**src/rtl/sww_pkg.sv**
```systemverilog
package sww_pkg;
  localparam logic [7:0] OPC_INSIDE  = 8'h05;
  localparam logic [7:0] OPC_OUTSIDE = 8'h06;

  typedef struct packed {
    logic load;   // capture bounds and sense this edge
    logic armed;  // a wait is pending
  } swwStrobe_t;
endpackage

```
**src/rtl/swwDatapath.sv**
```systemverilog
module swwDatapath
  import sww_pkg::*;
#(
  parameter int LINE_W = 20
) (
  input  logic              clk,
  input  logic              rstN,
  input  swwStrobe_t        strobe,
  input  logic [31:0]       instLo,
  input  logic [31:0]       instHi,
  input  logic [LINE_W-1:0] scanLine,
  output logic              met
);
  localparam int WIN_W = 64;
  localparam int LO_LSB = 0;
  localparam int HI_LSB = LINE_W;

  logic [WIN_W-1:0]  window;
  logic [LINE_W-1:0] scanQ, loQ, hiQ;
  logic              outsideQ;
  logic              inWin;

  assign window = {instHi, instLo};

  always_ff @(posedge clk or negedge rstN) begin
    if (!rstN) begin
      scanQ    <= '0;
      loQ      <= '0;
      hiQ      <= '0;
      outsideQ <= 1'b0;
    end else begin
      scanQ <= scanLine;
      if (strobe.load) begin
        loQ      <= window[LO_LSB +: LINE_W];
        hiQ      <= window[HI_LSB +: LINE_W];
        outsideQ <= (instHi[31:24] == OPC_OUTSIDE);
      end
    end
  end

  assign inWin = (scanQ >= loQ) && (scanQ <= hiQ);
  assign met   = strobe.armed && (inWin != outsideQ);

  // bounds of a pending wait never change
  a_r9_bounds_held: assert property (@(posedge clk) disable iff (!rstN)
    (strobe.armed && $past(strobe.armed)) |-> ($stable(loQ) && $stable(hiQ) && $stable(outsideQ)));
  // nothing is loaded while a wait is pending
  a_r9_no_load_busy: assert property (@(posedge clk) disable iff (!rstN)
    strobe.armed |-> !strobe.load);
endmodule

```
**src/rtl/swwCtrl.sv**
```systemverilog
module swwCtrl
  import sww_pkg::*;
(
  input  logic       clk,
  input  logic       rstN,
  input  logic       instValid,
  input  logic [7:0] opcode,
  input  logic       abort,
  input  logic       met,
  output swwStrobe_t strobe,
  output logic       busy,
  output logic       done
);
  typedef enum logic {ST_IDLE, ST_WAIT} state_t;
  state_t state;
  logic   doneQ;
  logic   isWaitOp, accept;

  assign isWaitOp = (opcode == OPC_INSIDE) || (opcode == OPC_OUTSIDE);
  assign accept   = (state == ST_IDLE) && instValid && isWaitOp;

  always_ff @(posedge clk or negedge rstN) begin
    if (!rstN) begin
      state <= ST_IDLE;
      doneQ <= 1'b0;
    end else begin
      doneQ <= (state == ST_WAIT) && met && !abort;
      case (state)
        ST_IDLE: if (accept) state <= ST_WAIT;
        ST_WAIT: if (abort || met) state <= ST_IDLE;
        default: state <= ST_IDLE;
      endcase
    end
  end

  assign strobe.load  = accept;
  assign strobe.armed = (state == ST_WAIT);
  assign busy = (state == ST_WAIT);
  assign done = doneQ;

  // done lasts one cycle
  a_r6_single_pulse: assert property (@(posedge clk) disable iff (!rstN)
    done |=> !done);
  // unit is idle when done is shown
  a_r6_done_idle: assert property (@(posedge clk) disable iff (!rstN)
    done |-> !busy);
  // done only follows a pending wait
  a_r2_done_after_wait: assert property (@(posedge clk) disable iff (!rstN)
    done |-> $past(busy));
  // abort ends the wait silently
  a_r8_abort_silent: assert property (@(posedge clk) disable iff (!rstN)
    (busy && abort) |=> (!done && !busy));
  // foreign opcodes never start a wait
  a_r9_foreign_ignored: assert property (@(posedge clk) disable iff (!rstN)
    (!busy && instValid && !isWaitOp) |=> !busy);
endmodule

```
**src/rtl/scanWindowWait.sv**
```systemverilog
module scanWindowWait
  import sww_pkg::*;
#(
  parameter int LINE_W = 20
) (
  input  logic              clk,
  input  logic              rstN,
  input  logic              instValid,
  input  logic [31:0]       instLo,
  input  logic [31:0]       instHi,
  input  logic [LINE_W-1:0] scanLine,
  input  logic              abort,
  output logic              busy,
  output logic              done
);
  swwStrobe_t strobe;
  logic       met;

  swwCtrl u_ctrl (
    .clk(clk), .rstN(rstN), .instValid(instValid), .opcode(instHi[31:24]),
    .abort(abort), .met(met), .strobe(strobe), .busy(busy), .done(done)
  );

  swwDatapath #(.LINE_W(LINE_W)) u_dp (
    .clk(clk), .rstN(rstN), .strobe(strobe), .instLo(instLo), .instHi(instHi),
    .scanLine(scanLine), .met(met)
  );
endmodule

```
**config.mk**
```make
export PLATFORM = sky130hd
export DESIGN_NAME = scanWindowWait
export DESIGN_NICKNAME = d
export VERILOG_FILES = /design/src/rtl/sww_pkg.sv /design/src/rtl/swwDatapath.sv /design/src/rtl/swwCtrl.sv /design/src/rtl/scanWindowWait.sv
export SDC_FILE = /design/constraint.sdc
export NUM_CORES = 1
export LEC_CHECK = 0
export ABC_AREA = 1
export CAP_MARGIN = 20
export CORE_ASPECT_RATIO = 0.7
export CORE_MARGIN = 1.5
export CORE_UTILIZATION = 45
export CTS_CLUSTER_DIAMETER = 30
export DETAILED_ROUTE_END_ITERATION = 16
export HOLD_SLACK_MARGIN = 0.05
export PLACE_DENSITY = 0.75
export SLEW_MARGIN = 20
export SYNTH_ARGS = -nofsm -noshare
export SYNTH_HDL_FRONTEND = slang
export SYNTH_SLANG_ARGS = --single-unit
```
**constraint.sdc**
```tcl
create_clock -name clk -period 2.2 [get_ports clk]
set_input_delay 0.22 -clock clk [delete_from_list [all_inputs] [get_ports clk]]
set_output_delay 0.22 -clock clk [all_outputs]
set_load 0.05 [all_outputs]
```
After elaboration in Yosys (flattened, before gate mapping)
Index checks and enable logic that the tools add are counted.
{ "totals": {"romBits": 0, "register_bits": 63, "memories": 0, "output_inout_bits": 2, "latchBits": 0, "ram_bits": 0, "inputBits": 88, "word_cells": 24} }
{ "classes": {"mux": 3, "eq_ne": 3, "n_div": 0, "shift": 0, "n_bitwise": 1, "n_lt_le_gt_ge": 2, "n_reduce_logical": 9, "add_sub_neg": 0, "multipliers": 0} }
{ "op_table": {"columns": ["op", "n"], "rows": [
  ["$ge A20 B20 Y1", 1],
  ["$le A20 B20 Y1", 1],
  ["$eq A8 B3 Y1 const B", 2],
  ["$logic_and A1 B1 Y1", 6],
  ["$logic_or A1 B1 Y1", 2],
  ["$mux W1", 2],
  ["$pmux W1 S2", 1],
  ["$logic_not A1 Y1", 1],
  ["$ne A1 B1 Y1", 1],
  ["$not A1 Y1", 1]
]} }

Longest topological paths before layout
{ "logic_depth": {"depth_word": 7, "depth_mapped": 16, "ltp_nobuf": 16} }

By module
A second synthesis with hierarchy kept.
{ "hier_totals": {"cells_unflattened": 384, "hier_area_um2": 3289.4} }
{ "by_module_without_submodules": {"columns": ["module", "area_per_inst_um2", "instances", "seq_area_each_um2", "cells_per_inst"], "rows": [
  ["swwDatapath", 3123.0, 1, 1526.5, 356],
  ["swwCtrl", 166.4, 1, 50.0, 28]
]} }

Least setup slack after synthesis
No wires, ideal clock.
{ "synth_timing": {"kind": "register -> register", "start": "reg u_dp.scanQ[19]", "end": "reg u_ctrl.state (netlist: u_ctrl.busy)", "t_arrival_ns": 1.461, "period_less_slack_ns": 1.581, "required_ns": 2.080, "path_slack_ns": 0.619, "setup_time_ns": 0.120, "path_buffers": 0, "path_stages_with_launch": 13, "path_cell_list": "dfrtp_1 ha_1 nand2_1 nor2_2 nand2_1 nor2_1 o21ai_1 nand3_1 nand2_1 nand3_1 nand3_1 nand2_1 nand2_1"} }
{ "synth_via": {"elab_chain_cells": 7, "word_cells_on_any_way": 8, "classes_between": "2 x order compare; 1 x eq/ne; 2 x mux; 3 x reduce/logical"} }
{ "synth_lines": {"columns": ["element", "line", "source"], "rows": [
  ["from (decl)", "swwDatapath.sv:19", "logic [LINE_W-1:0] scanQ, loQ, hiQ;"],
  ["from (signal assigned)", "swwDatapath.sv:32", "scanQ <= scanLine;"],
  ["$ge A20 B20 Y1 or $le A20 B20 Y1 (tied branches)", "swwDatapath.sv:41", "assign inWin = (scanQ >= loQ) && (scanQ <= hiQ);"],
  ["$logic_and A1 B1 Y1 *", "swwDatapath.sv:41", null],
  ["$ne A1 B1 Y1 *", "swwDatapath.sv:42", "assign met = strobe.armed && (inWin != outsideQ);"],
  ["$logic_and A1 B1 Y1 *", "swwDatapath.sv:42", null],
  ["$logic_or A1 B1 Y1 *", "swwCtrl.sv:30", "ST_WAIT: if (abort || met) state <= ST_IDLE;"],
  ["$mux W1 *", "swwCtrl.sv:30", null],
  ["$pmux W1 S2 *", "swwCtrl.sv:28", "case (state)"],
  ["to (signal assigned)", "swwCtrl.sv:29", "ST_IDLE: if (accept) state <= ST_WAIT;"],
  ["to (signal assigned)", "swwCtrl.sv:30", null],
  ["to (signal assigned)", "swwCtrl.sv:31", "default: state <= ST_IDLE;"],
  ["to (decl)", "swwCtrl.sv:15", "state_t state;"]
]} }
Every way passes the cells marked *; elsewhere a longest branch is shown, timed or not.
A chain may end at the register's enable or synchronous reset.

Final worst setup path
{ "layout_timing": {"start": "reg u_dp.scanQ[11]", "end": "reg u_ctrl.state (netlist: u_ctrl.busy)"} }
Same word-level chain as after synthesis.

==> results.md <==
* Sw frac at 27.2%
* Post-Route WL at 6600 um
* Min Clock Period, post-route at 1.78 ns
* Maximum VDD drop at 0.000365 V
* Netlist cell types at 22
* WP data required at 2.44 ns
* Final GP Congestion at 0.760
* 1st-pass router iterations at 4
* Leakage Power at 2.37 nW
* Min setup slack post-route at 0.416 ns
* Port-buffer cells at 73
* Placed Instance Area at 0.00423 sq mm
* Die Y at 75.4 um
* Vias in the first global route at 2,482
* I/O pins at 90
* Post-synth top area share at 46.8%
* Max Cap Violations at 0
* Sink Count at 63
* Layout cell share with drive strength beyond 1 at 4.87%
* Combinational power share at 17.1%
* CTS tree: yes
* Effective utilization at floorplan at 46.2%
* Sequential element share of the synthesized area at 46.8%
* Remaining DRCs at 0
* Startpoint types: flip-flop
* Psw at 0.000750 W
* Total internal power at 0.00201 W
* Clk pwr share at 37.0%
* WL/cell at 11.2 um
* CP Class: flip-flop to flip-flop
* Starting DRT DRC Count at 77
* Core ar. at 0.00729 sq mm
* Final Max Tran Viols at 0
* P per Cell Area at 621 mW/mm^2
* Std cell rows at 26
* Utilization after layout at 61.0%
* Antenna-violating nets left at 0
* Largest cells by area after synthesis: dfrtp_1 (47%), ha_1 (15%), nand2_1 (12%)
* Die Wd at 106 um
* Critical Path Fanout Max at 3
* Synth Cell Area at 0.00337 sq mm
* Yosys reg bits at 63
* GRT Total Usage at 18.0%
* Final cell count without fillers at 591
* CTS HTree Levels at 3
* Final net count at 616
* GR Overflow Total at 0
* Outcome: finished clean
* Largest net degree at the start of global routing at 39
* P&R area growth vs syn at 31.9%
* Clock Skew at 0.00745 ns
* Worst-margin pin slew at 0.733 ns
* First-pass GRT wire length at 10,900 um
* Inst Count DP at 574
* Area leader, netlist: dfrtp_1
* Final Cycle Share at 81.1%
* Post-place setup slack at 0.279 ns
* CTS buffer count at 9
* Finished Cell Area at 0.00445 sq mm
* Hpwl dp at 5070 um
* Synthesis Warnings at 0
* Sequential Power Share at 46.0%
* Final hold vios at 0
* Worst-path clk slew at 0.08 ns
* Clock buffer depth at 2
* RSZ-0062 raised after global routing: no
* Slew Limit Headroom at 51.1%
* Crit path capture type: flip-flop
* Worst Path Arrival at 2.02 ns
* Hold WC Path Type: input port to flip-flop
* Post-Synthesis Cells at 408
* Total number of vias at 2,607
* Initial antenna violation count at 0
* Setup-failing EPs final at 0
* Highest clock rate at 560 MHz
* Post-Syn Nets at 536
* ANT cells at 0
* Post-CTS Setup Inserts at 0
* Vias per inst at 4.41
* CTS root buf: clkbuf_8
* Clk Latency, worst-skew pair at 0.35 ns
* DIE AREA at 0.00802 sq mm
* Setup TNS at 0 ns
* Syn avg cell area at 8.26 sq um
[per-layer routing]
| metal | vias up | part of all wire, % | track usage (%) |
|---|---|---|---|
| met3 | 8 | 6.1 | 6.16 |
| li1 | 1387 | - | - |
| met2 | 60 | 44 | 30.0 |
| met5 | - | 0 | 0 |
| met1 | 1152 | 48 | 22.5 |
| met4 | 0 | 1.1 | 5.78 |
[placed cells by master, fill, tap and decap left out, types with 3 or more instances in the layout]
master and instances:
nand2_1 107, inv_1 104, clkdlybuf4s50_1 72, dfrtp_1 63, ha_1 40, o21ai_0 38, nor2_1 17, a21oi_1 12
clkbuf_8 9, a21o_1 3, nand3_1 3, nand4_1 3, buf_12 3
[cells in the mapped netlist, drive strengths merged]
cell and count:
mux2i 2, nor3 1, ha 40, a21oi 12
nand3 3, dfrtp 63, a22o 1, nor2 18
inv 105, o21bai 1, clkbuf 4, a21o 3
buf 4, nand4 3, o21ai 39, nand2 108
nor4 1
[path summary, 6_finish.rpt]
check | end | start | depth (start not counted) | slack [ns]
hold / removal | u_dp.scanQ[11]$_DFF_PN0_ | scanLine[11] | 1 | 0.30
min in group asynchronous | u_dp.hiQ[15]$_DFFE_PN0P_ | rstN | 2 | 0.47
setup reg to reg | u_ctrl.busy$_DFF_PN0_ | u_dp.scanQ[11]$_DFF_PN0_ | 12 | 0.42
setup / recovery | u_ctrl.busy$_DFF_PN0_ | u_dp.scanQ[11]$_DFF_PN0_ | 12 | 0.42
hold reg to reg | u_dp.hiQ[0]$_DFFE_PN0P_ | u_dp.hiQ[0]$_DFFE_PN0P_ | 2 | 0.50
max in group asynchronous | u_dp.hiQ[12]$_DFFE_PN0P_ | rstN | 3 | 1.11
[through the flow]
| stage | total power, W | hold WS, ns |
|---|---|---|
| finish | 0.00276 | 0.296 |
| global route | 0.00294 | 0.280 |
| CTS | 0.00280 | 0.286 |
| detailed placement | 0.00176 | 0.324 |
| global placement | 0.00174 | 0.311 |
| floorplan | 0.00154 | -0.0756 |
[what timing repair did]
| action | 4_1_cts | 5_1_grt |
|---|---|---|
| endpoints found under the hold margin | 30 | 0 |
| hold buffers | 1 | 0 |
| gates resized for setup | 0 | 0 |
[critical path: stages, from the launching register on]
cell and delay [ns]:
dfrtp_1 0.40, ha_1 0.30, nand2_1 0.07, nor2_1 0.23, nand2_1 0.08, nor2_1 0.11
nand2_1 0.05, nand4_1 0.13, nand2_1 0.07, nand2_1 0.05, nand3_1 0.07, nand2_1 0.07
nand2_1 0.04
[sequential cells by signal, summed over array words and instances (netlist names)]
name / flops
u_dp.loQ: 20
u_dp.hiQ: 20
u_ctrl.done: 1
u_ctrl.busy: 1
u_dp.scanQ: 20
u_dp.outsideQ: 1
[final cells by class]
type	instances	area, sq um
Clock inverter	7	80.1
Clock buffer	9	124
Tap cell	98	123
Multi-Input combinational cell	232	1350
Inverter	105	394
Fill cell	676	2840
Sequential cell	63	1580
Timing Repair Buffer	77	796
[power groups by stage]
stage | clock, W | combinational [W] | sequential [W]
after floorplan | 0 | 0.000252 | 0.00128
after global placement | 0 | 0.000450 | 0.00129
after detailed placement | 0 | 0.000470 | 0.00129
after CTS | 0.00105 | 0.000479 | 0.00127
after global routing | 0.00111 | 0.000548 | 0.00128
final | 0.00102 | 0.000471 | 0.00127
[cell families after synthesis]
family	share of synthesized area, %
flip-flops	46.8
buffers and inverters	13.1
adder cells (fa/ha/maj)	14.9
multiplexers	0.594
AO/OA/AOI/OAI	8.73
AND/OR/NAND/NOR	16.0
Note: power is estimated with default switching activity, not from simulation.
